===== config.mk =====
export PLATFORM = sky130hd
export DESIGN_NAME = spi_nand_poller
export DESIGN_NICKNAME = d
export VERILOG_FILES = /design/src/rtl/spi_nand_poller.sv
export SDC_FILE = /design/constraint.sdc
export NUM_CORES = 1
export LEC_CHECK = 0
export BUFFER_PORTS_ARGS = -buffer_cell sky130_fd_sc_hd__buf_2
export CAP_MARGIN = 15
export CORE_MARGIN = 1.5
export CORE_UTILIZATION = 59
export CTS_CLUSTER_DIAMETER = 200
export CTS_CLUSTER_SIZE = 24
export DETAILED_ROUTE_END_ITERATION = 10
export PLACE_DENSITY = 0.8
export SKIP_LAST_GASP = 1
export SYNTH_ARGS = -nofsm -noshare
export SYNTH_HDL_FRONTEND = slang
export SYNTH_SLANG_ARGS = --single-unit

===== constraint.sdc =====
create_clock -name clk -period 2.7 [get_ports clk]
set_input_delay 0.675 -clock clk [delete_from_list [all_inputs] [get_ports clk]]
set_output_delay 0.675 -clock clk [all_outputs]
set_load 0.01 [all_outputs]

===== src/rtl/spi_nand_poller.sv =====
module spi_nand_poller #(
  parameter int TICKS_PER_MS = 125000,
  parameter int DIV_W        = 8,
  parameter int LIM_W        = 10
) (
  input  logic             clk,
  input  logic             rst_n,
  input  logic             req_valid,
  input  logic [1:0]       req_op,
  input  logic [7:0]       req_reg,
  input  logic [7:0]       req_wdata,
  input  logic [LIM_W-1:0] req_limit_ms,
  input  logic [DIV_W-1:0] clk_div,
  output logic             ready,
  output logic             done,
  output logic [7:0]       rd_data,
  output logic             timed_out,
  output logic             st_busy,
  output logic             st_wel,
  output logic             st_erase_fail,
  output logic             st_prog_fail,
  output logic [1:0]       st_ecc,
  output logic             st_bbt_full,
  output logic             spi_sclk,
  output logic             spi_cs_n,
  output logic             spi_mosi,
  input  logic             spi_miso
);
  localparam int PRE_W = (TICKS_PER_MS > 2) ? $clog2(TICKS_PER_MS) : 1;
  localparam logic [23:0] POLL_FRAME = {8'h05, 8'hC0, 8'h00};

  typedef enum logic [1:0] {S_IDLE, S_GAP, S_SHIFT, S_FIN} state_t;

  state_t           state;
  logic [23:0]      tx;
  logic [7:0]       rx;
  logic [4:0]       bitcnt;
  logic [DIV_W-1:0] div_q, dcnt;
  logic [DIV_W:0]   gcnt;
  logic             op_wait;
  logic [LIM_W-1:0] limit_q, ms;
  logic [PRE_W-1:0] pre;

  assign ready         = (state == S_IDLE);
  assign spi_mosi      = tx[23];
  assign st_busy       = rd_data[0];
  assign st_wel        = rd_data[1];
  assign st_erase_fail = rd_data[2];
  assign st_prog_fail  = rd_data[3];
  assign st_ecc        = rd_data[5:4];
  assign st_bbt_full   = rd_data[6];

  always_ff @(posedge clk or negedge rst_n) begin
    if (!rst_n) begin
      pre <= '0;
      ms  <= '0;
    end else if (state == S_IDLE) begin
      pre <= '0;
      ms  <= '0;
    end else if (pre == PRE_W'(TICKS_PER_MS - 1)) begin
      pre <= '0;
      if (ms != '1) ms <= ms + 1'b1;
    end else begin
      pre <= pre + 1'b1;
    end
  end

  always_ff @(posedge clk or negedge rst_n) begin
    if (!rst_n) begin
      state     <= S_IDLE;
      tx        <= '0;
      rx        <= '0;
      bitcnt    <= '0;
      div_q     <= '0;
      dcnt      <= '0;
      gcnt      <= '0;
      op_wait   <= 1'b0;
      limit_q   <= '0;
      done      <= 1'b0;
      rd_data   <= '0;
      timed_out <= 1'b0;
      spi_sclk  <= 1'b0;
      spi_cs_n  <= 1'b1;
    end else begin
      done <= 1'b0;
      case (state)
        S_IDLE: if (req_valid) begin
          op_wait <= req_op[1];
          if (req_op[1])      tx <= POLL_FRAME;
          else if (req_op[0]) tx <= {8'h01, req_reg, req_wdata};
          else                tx <= {8'h05, req_reg, 8'h00};
          div_q   <= clk_div;
          limit_q <= req_limit_ms;
          gcnt    <= '0;
          state   <= S_GAP;
        end
        S_GAP: begin
          if (gcnt == {div_q, 1'b1}) begin
            gcnt     <= '0;
            dcnt     <= '0;
            bitcnt   <= '0;
            spi_cs_n <= 1'b0;
            state    <= S_SHIFT;
          end else begin
            gcnt <= gcnt + 1'b1;
          end
        end
        S_SHIFT: begin
          if (dcnt == div_q) begin
            dcnt <= '0;
            if (!spi_sclk) begin
              spi_sclk <= 1'b1;
              rx       <= {rx[6:0], spi_miso};
            end else begin
              spi_sclk <= 1'b0;
              if (bitcnt == 5'd23) begin
                spi_cs_n <= 1'b1;
                state    <= S_FIN;
              end else begin
                bitcnt <= bitcnt + 1'b1;
                tx     <= {tx[22:0], 1'b0};
              end
            end
          end else begin
            dcnt <= dcnt + 1'b1;
          end
        end
        default: begin
          if (!op_wait || !rx[0] || ms >= limit_q) begin
            done      <= 1'b1;
            rd_data   <= rx;
            timed_out <= op_wait && rx[0];
            if (op_wait && !rx[0]) limit_q <= '0;
            state     <= S_IDLE;
          end else begin
            tx    <= POLL_FRAME;
            gcnt  <= '0;
            state <= S_GAP;
          end
        end
      endcase
    end
  end
endmodule


==> load_flow_metrics.sql, run 1 <==
INSERT INTO impl_metrics (metric_group, metric, value, unit) VALUES
('yosys', 'synth_top_family_by_area', 'simple AND/OR/NAND/NOR gates', ''),
('yosys', 'syn_nets', '583', ''),
('clock_network', 'cts.repair_timing.setup_buffer_count', '0', ''),
('critical_path', 'r2r_setup_slack', '0.33', 'ns'),
('clock_network', 'number_of_buffers_added_to_fix_hold_violations_after_cts', '0', ''),
('final_layout', 'finalNetCount', '645', ''),
('clock_network', 'cts.reportedPaths.clkPinSlew', '0.06', 'ns'),
('timing', 'fmaxAchievable', '418', 'MHz'),
('critical_path', 'cp_data_required_time', '2.03', 'ns'),
('routing', 'detail_route.wirelength', '11800', 'um'),
('global_route', 'first_global_vias', '4242', ''),
('clock_network', 'postCtsResizedCells', '0', ''),
('pwr', 'share_clk_of_total_power', '0.554', ''),
('placed_design', 'port_buffers', '60', ''),
('timing', 'timing.final.max_slew_violations', '0', ''),
('yosys', 'summed_instance_area_of_the_synthesized_netlist', '5780', 'um2'),
('placed_design', 'globalplace.congestion', '0.797', ''),
('timing', 'slew-limit-headroom', '0.493', ''),
('clock_network', 'numCtsBuffers', '17', ''),
('min_path', 'hold_path_class', 'primary input to async pin', ''),
('pwr', 'p_int', '3.08', 'mW'),
('yosys', 'synthFlopType', 'sky130_fd_sc_hd__dfrtp_1', ''),
('routing', 'detail_route.first_pass.iterations', '4', ''),
('die', 'die_width', '102', 'um'),
('final_layout', 'multiInputGateArea', '2690', 'um2'),
('clock_network', 'root_buffer', 'sky130_fd_sc_hd__clkbuf_8', ''),
('timing', 'setup_tns', '0', 'ns'),
('timing', 'report.final.hold_viol_count', '0', ''),
('critical_path', 'worstRegToRegCells', '7', ''),
('pwr', 'sequentialPowerShare', '0.430', ''),
('critical_path', 'worstPathArrival', '1.72', 'ns'),
('final_layout', 'fillCellCount', '683', ''),
('yosys', 'synth_adder_area_share', '0.0411', ''),
('routing', 'viasPerCell', '5.76', ''),
('yosys', 'synthCells', '524', ''),
('yosys', 'ys_types', '58', ''),
('pwr', 'leakage', '3.26', 'nW'),
('global_route', 'gr-usage-all-layers', '0.247', ''),
('placed_design', 'detailedPlace.worstSlack', '0.404', 'ns'),
('yosys', 'ys_top_cells_by_count', '113 x sky130_fd_sc_hd__dfrtp_1, 40 x sky130_fd_sc_hd__mux2_2, 39 x sky130_fd_sc_hd__nand2_1', ''),
('critical_path', 'worst_r2r_endpoint', 'rd_data[7]$_DFFE_PN0P_', ''),
('critical_path', 'r2r_start', 'ms[7]$_DFFE_PN0P_', ''),
('yosys', 'synth-xor-area-share', '0.0543', ''),
('die', 'floorplan.initialDensity', '0.617', ''),
('status', 'outcome', 'completed', ''),
('timing', 'post-route-worst-setup-slack', '0.308', 'ns'),
('timing', 'setup_repair_after_global_routing_missed_its_margin', 'false', ''),
('run', 'timing.max_cap.violations', '0', ''),
('yosys', 'number_of_enable_type_register_cells_in_the_synthesized_netlist', '0', ''),
('final_layout', 'fraction_of_final_layout_cells_with_drive_strength_greater_than_1', '0.260', ''),
('yosys', 'asyncSetResetFlopFracSynth', '1.00', ''),
('critical_path', 'cp_max_fo', '25', ''),
('routing', 'antenna_left', '0', ''),
('timing', 'final_period_minus_worst_setup_slack', '2.39', 'ns'),
('yosys', 'synth-compound-area-share', '0.131', ''),
('yosys', 'synth.area.mux_share', '0.0952', ''),
('global_route', 'grt_start_max_net_pins', '101', ''),
('die', 'core_region_area', '9370', 'um2'),
('critical_path', 'critical_path.startpoint_type', 'flip-flop', ''),
('timing', 'timing.clock.skew', '0.00951', 'ns'),
('timing', 'timing.final.crit_share', '0.886', ''),
('global_route', 'grt_pass1_wl', '20000', 'um'),
('routing', 'routedWlPerCell', '16.3', 'um'),
('clock_network', 'insertion_delay_of_the_later_clocked_pin_in_the_worst_skew_pair', '0.51', 'ns'),
('die', 'boundary_pin_count', '61', ''),
('pwr', 'max-vdd-ir-drop', '0.409', 'mV'),
('final_layout', 'insertedDiodeCount', '0', ''),
('die', 'num_rows', '35', ''),
('final_layout', 'ff_latch_area', '2850', 'um2'),
('yosys', 'post_synth.cell_area_avg', '11.0', 'um2'),
('critical_path', 'endpoint_kind', 'output port', '');
worst max-delay path, stage by stage (launching register included):
cell	delay, ns
sky130_fd_sc_hd__dfrtp_1	0.41
sky130_fd_sc_hd__inv_1	0.12
sky130_fd_sc_hd__ha_1	0.18
sky130_fd_sc_hd__buf_4	0.29
sky130_fd_sc_hd__buf_2	0.21
registers in the layout, indices dropped and copies added (netlist names):
register and count:
spi_sclk 1, div_q 8, pre 17, spi_cs_n 1, rx 8, timed_out 1, op_wait 1, rd_data 8
bitcnt 5, tx 24, dcnt 8, done 1, state 2, ms 10, gcnt 9, limit_q 10
placed cells by master (no fill, tap or decap), types with 3 or more instances in the layout:
| cell | synthesis | layout |
|---|---|---|
| sky130_fd_sc_hd__a21o_1 | 4 | 4 |
| sky130_fd_sc_hd__a21oi_1 | 19 | 19 |
| sky130_fd_sc_hd__a22o_1 | 30 | 30 |
| sky130_fd_sc_hd__a31oi_1 | 3 | 3 |
| sky130_fd_sc_hd__and2_1 | 4 | 4 |
| sky130_fd_sc_hd__and3_1 | 10 | 10 |
| sky130_fd_sc_hd__and4_1 | 3 | 3 |
| sky130_fd_sc_hd__buf_2 | 3 | 59 |
| sky130_fd_sc_hd__buf_4 | 7 | 9 |
| sky130_fd_sc_hd__clkbuf_16 | 0 | 16 |
| sky130_fd_sc_hd__clkinv_4 | 0 | 4 |
| sky130_fd_sc_hd__dfrtp_1 | 113 | 113 |
| sky130_fd_sc_hd__ha_1 | 19 | 19 |
| sky130_fd_sc_hd__inv_1 | 21 | 21 |
| sky130_fd_sc_hd__inv_6 | 0 | 4 |
| sky130_fd_sc_hd__inv_8 | 0 | 3 |
| sky130_fd_sc_hd__mux2_2 | 40 | 40 |
| sky130_fd_sc_hd__mux2_4 | 4 | 4 |
| sky130_fd_sc_hd__mux2i_1 | 4 | 4 |
| sky130_fd_sc_hd__nand2_1 | 39 | 39 |
| sky130_fd_sc_hd__nand2b_1 | 6 | 6 |
| sky130_fd_sc_hd__nand3_1 | 18 | 18 |
| sky130_fd_sc_hd__nand4_1 | 7 | 7 |
| sky130_fd_sc_hd__nor2_1 | 32 | 32 |
| sky130_fd_sc_hd__nor2b_1 | 6 | 6 |
| sky130_fd_sc_hd__nor3_1 | 3 | 3 |
| sky130_fd_sc_hd__nor4_1 | 4 | 4 |
| sky130_fd_sc_hd__nor4b_1 | 4 | 4 |
| sky130_fd_sc_hd__o21a_1 | 5 | 5 |
| sky130_fd_sc_hd__o21ai_0 | 24 | 24 |
| sky130_fd_sc_hd__o31ai_1 | 5 | 5 |
| sky130_fd_sc_hd__or3_1 | 5 | 5 |
| sky130_fd_sc_hd__xnor2_1 | 29 | 29 |
| sky130_fd_sc_hd__xor2_1 | 5 | 5 |
how the worst max path moves through the flow:
stage | startpoint | endpoint | cells after the start
3_3_place_gp | ms[7]$_DFFE_PN0P_ | tx[6]$_DFFE_PN0P_ | 8
6_report | state[0]$_DFFE_PN0P_ | ready | 4
5_1_grt | state[0]$_DFFE_PN0P_ | limit_q[5]$_DFFE_PN0P_ | 6
4_1_cts | state[0]$_DFFE_PN0P_ | ready | 4
2_1_floorplan | ms[7]$_DFFE_PN0P_ | rd_data[1]$_DFFE_PN0P_ | 7
3_5_place_dp | ms[7]$_DFFE_PN0P_ | tx[6]$_DFFE_PN0P_ | 8
kinds of logic after synthesis:
logic type                 Yosys count
and+or+nand+nor                    155
buffers and inverters               48
xor gates and xnor gates            35
AOI/OAI and AO/OA                  105
adders and majority gates           19
muxes                               48
DFF                                114
metrics by stage:
stage | instances | area [um2]
2_1_floorplan | 524 | 5780
3_3_place_gp | 696 | 6180
3_5_place_dp | 696 | 6180
4_1_cts | 728 | 6770
5_1_grt | 728 | 6770
6_report | 728 | 6770
area by class of cell:
type,instances,share of cell area
flip-flops and latches,114,0.421
multi-input cells,362,0.397
clock buffers,17,0.0611
repair buffers,70,0.0595
clock inverters,15,0.0257
well taps,129,0.0238
inverters,21,0.0116
per-layer routing:
metal,up-vias,share of wire,GRT usage
met3,8,0.039,0.0547
met1,2085,0.45,0.332
met2,94,0.51,0.406
met5,-,0,0
li1,2003,-,-
met4,0,0.0058,0.0727
power groups by stage:
stage | registers, mW | logic, mW | clock network [mW]
finish | 1.71 | 0.0650 | 2.20
global route | 1.71 | 0.0742 | 2.32
CTS | 1.71 | 0.0682 | 2.24
detailed placement | 1.74 | 0.0680 | 0
global placement | 1.74 | 0.0667 | 0
floorplan | 1.74 | 0.000591 | 0
(Power assumes the default switching activity.)
==> run 2: changes to the inputs <==
--- a/config.mk
+++ b/config.mk
@@ -8,11 +8,11 @@
 export BUFFER_PORTS_ARGS = -buffer_cell sky130_fd_sc_hd__buf_2
 export CAP_MARGIN = 15
 export CORE_MARGIN = 1.5
-export CORE_UTILIZATION = 59
+export CORE_UTILIZATION = 60
 export CTS_CLUSTER_DIAMETER = 200
 export CTS_CLUSTER_SIZE = 24
 export DETAILED_ROUTE_END_ITERATION = 10
-export PLACE_DENSITY = 0.8
+export PLACE_DENSITY = 0.81
 export SKIP_LAST_GASP = 1
 export SYNTH_ARGS = -nofsm -noshare
 export SYNTH_HDL_FRONTEND = slang
==> constraint.sdc (replaced) <==
create_clock -name clk -period 2.93 [get_ports clk]
set_input_delay 0.7325 -clock clk [delete_from_list [all_inputs] [get_ports clk]]
set_output_delay 0.7325 -clock clk [all_outputs]
set_load 0.01 [all_outputs]
==> run 2 against run 1 <==
Via count is 0.64% lower; largest power group unchanged; die area is 1.6% lower; worst hold slack better by 0.16 ns; clock skew is 0.00070 ns lower; wire length is 2.1% higher; critical endpoint is now tx[10]$_DFFE_PN0P_.
==> load_flow_metrics.sql, run 2 (synthesized netlist as in run 1, its figures left out) <==
INSERT INTO impl_metrics (metric_group, metric, value, unit) VALUES
('pwr', 'max-vdd-ir-drop', '0.665', 'mV'),
('timing', 'slew-limit-headroom', '0.427', ''),
('global_route', 'first_global_vias', '4322', ''),
('final_layout', 'top_register', 'tx', ''),
('pwr', 'share_clk_of_total_power', '0.551', ''),
('timing', 'report.final.hold_viol_count', '0', ''),
('final_layout', 'utilization', '0.727', ''),
('timing', 'timing.final.crit_share', '0.843', ''),
('critical_path', 'cp_cell_sequence', 'ha_1 -> a21o_1 -> a21oi_1 -> o221ai_1 -> a21oi_2 -> o311ai_4 -> buf_4 -> mux2_2', ''),
('die', 'num_rows', '35', ''),
('timing', 'final_period_minus_worst_setup_slack', '2.47', 'ns'),
('final_layout', 'largest_register_ffs', '24', ''),
('clock_network', 'cts_max_level', '4', ''),
('die', 'die_area', '10200', 'um2'),
('die', 'die_height', '101', 'um'),
('critical_path', 'worst_path_max_delay_cell', 'sky130_fd_sc_hd__dfrtp_1', ''),
('pwr', 'p_int', '2.91', 'mW'),
('final_layout', 'layout-area-overhead-vs-synth', '16.7', '%'),
('routing', 'route.vias.total', '4163', ''),
('routing', 'antenna_left', '0', ''),
('placed_design', 'dpl.hpwl', '8190', 'um'),
('min_path', 'hold_path_class', 'primary input to async pin', ''),
('pwr', 'sw_frac_of_total', '0.203', ''),
('die', 'floorplan.initialDensity', '0.623', ''),
('critical_path', 'endpoint_kind', 'flip-flop', ''),
('timing', 'post-route-worst-setup-slack', '0.461', 'ns'),
('global_route', 'grt_start_max_net_pins', '50', ''),
('pwr', 'leakage', '3.25', 'nW'),
('die', 'boundary_pin_count', '61', ''),
('final_layout', 'finalNetCount', '645', ''),
('critical_path', 'cp_data_required_time', '3.32', 'ns'),
('routing', 'viasPerCell', '5.72', ''),
('status', 'outcome', 'completed', ''),
('final_layout', 'insertedDiodeCount', '0', ''),
('timing', 'setup_tns', '0', 'ns'),
('final_layout', 'most-common-layout-cells', '113 x sky130_fd_sc_hd__dfrtp_1, 59 x sky130_fd_sc_hd__buf_2, 40 x sky130_fd_sc_hd__mux2_2, 39 x sky130_fd_sc_hd__nand2_1, 32 x sky130_fd_sc_hd__nor2_1', ''),
('timing', 'setup_repair_after_global_routing_missed_its_margin', 'false', ''),
('global_route', 'grt_antenna_before_repair', '0', ''),
('critical_path', 'worst_path_largest_cell_delay', '0.43', 'ns'),
('clock_network', 'numCtsBuffers', '17', ''),
('clock_network', 'max-clock-path-buffers', '2', ''),
('critical_path', 'type_of_the_setup_path_with_the_least_slack', 'flip-flop to flip-flop', ''),
('placed_design', 'detailedPlace.worstSlack', '0.485', 'ns'),
('die', 'die_width', '101', 'um'),
('critical_path', 'cp_max_fo', '24', ''),
('critical_path', 'worstPathArrival', '2.86', 'ns'),
('global_route', 'grt_pass1_wl', '20500', 'um'),
('clock_network', 'clkSinkCount', '114', ''),
('run', 'timing.max_cap.violations', '0', ''),
('final_layout', 'mostFrequentLayoutCell', 'sky130_fd_sc_hd__dfrtp_1', ''),
('placed_design', 'globalplace.congestion', '0.888', ''),
('timing', 'finalSetupViolations', '0', ''),
('critical_path', 'critical_path.startpoint_type', 'flip-flop', ''),
('clock_network', 'insertion_delay_of_the_later_clocked_pin_in_the_worst_skew_pair', '0.51', 'ns'),
('routing', 'remaining_drc_errors', '0', ''),
('final_layout', 'fillCellCount', '660', ''),
('routing', 'detail_route.wirelength', '12100', 'um'),
('timing', 'fmaxAchievable', '405', 'MHz'),
('critical_path', 'critical_path.n_buffers_inverters', '1', ''),
('global_route', 'gr-usage-all-layers', '0.261', ''),
('final_layout', 'top_regs', 'tx: 24 flops, pre: 17 flops', ''),
('pwr', 'power.net_switching', '0.741', 'mW'),
('routing', 'routedWlPerCell', '16.6', 'um'),
('clock_network', 'number_of_buffers_added_to_fix_hold_violations_after_cts', '0', ''),
('timing', 'whs', '0.171', 'ns'),
('placed_design', 'port_buffers', '60', ''),
('routing', 'drtIter0Drc', '205', ''),
('timing', 'timing.final.max_slew_violations', '0', ''),
('critical_path', 'worst_path_dominant_cell_family', 'compound AO/OA/AOI/OAI gates', ''),
('die', 'core_region_area', '9280', 'um2'),
('clock_network', 'postCtsResizedCells', '0', ''),
('clock_network', 'cts.repair_timing.setup_buffer_count', '0', ''),
('final_layout', 'fraction_of_final_layout_cells_with_drive_strength_greater_than_1', '0.255', ''),
('global_route', 'grt-ovfl-total', '0', ''),
('pwr', 'comb_power_share', '0.017', ''),
('clock_network', 'cts.reportedPaths.clkPinSlew', '0.06', 'ns'),
('timing', 'max_slew.worst_pin.slew', '0.852', 'ns'),
('pwr', 'sequentialPowerShare', '0.432', ''),
('clock_network', 'root_buffer', 'sky130_fd_sc_hd__clkbuf_8', ''),
('clock_network', 'cts_tree', 'built', ''),
('pwr', 'power', '3.65', 'mW'),
('timing', 'timing.clock.skew', '0.00882', 'ns'),
('routing', 'detail_route.first_pass.iterations', '4', ''),
('pwr', 'power_density', '541', 'nW/um2');
run 2: power groups by stage:
stage	Clock, mW	Sequential (mW)	Combinational, mW
floorplan	0	1.60	0.000545
global placement	0	1.60	0.0640
detailed placement	0	1.60	0.0656
CTS	2.03	1.58	0.0662
global route	2.12	1.57	0.0739
finish	2.01	1.58	0.0634
run 2: layer usage:
layer,global-route usage,wire (um),vias up
li1,-,-,2000
met1,0.323,5150,2089
met2,0.441,6490,66
met3,0.0614,338,8
met4,0.112,100,0
met5,0,0,-
run 2: final cells by class:
type / count / area, um2 / area share
sequential: 114 / 2850 / 0.423
multi-input combinational: 362 / 2690 / 0.398
clock buffer: 21 / 439 / 0.0651
timing repair buffer: 70 / 390 / 0.0579
tap: 129 / 161 / 0.0239
clock inverter: 11 / 136 / 0.0202
inverter: 21 / 78.8 / 0.0117
run 2: per-stage QoR:
step / instance area [um2] / instances
after floorplan: 5780 / 524
after global placement: 6170 / 696
after detailed placement: 6170 / 696
after CTS: 6750 / 728
after global routing: 6750 / 728
final: 6750 / 728
run 2: path summary, 6_finish.rpt:
path,startpoint,end,slack [ns],cells past startpoint
worst max register to register,ms[3]$_DFFE_PN0P_,tx[10]$_DFFE_PN0P_,0.46,8
worst min-delay path,rst_n,dcnt[2]$_DFFE_PN0P_,0.17,1
worst min register to register,pre[0]$_DFF_PN0_,pre[0]$_DFF_PN0_,0.47,1
worst max-delay path,ms[3]$_DFFE_PN0P_,tx[10]$_DFFE_PN0P_,0.46,8
max in group asynchronous,rst_n,spi_cs_n$_DFFE_PN1P_,2.10,2
min in group clk,req_limit_ms[5],limit_q[5]$_DFFE_PN0P_,0.45,2
run 2: worst reg2reg max path: cells and delay by family, from the launching register on:
kind | cells | cell delay [ns]
compound gates | 5 | 0.86
mux | 1 | 0.39
buf+inv | 1 | 0.36
flops | 1 | 0.43
fa+ha+maj | 1 | 0.33
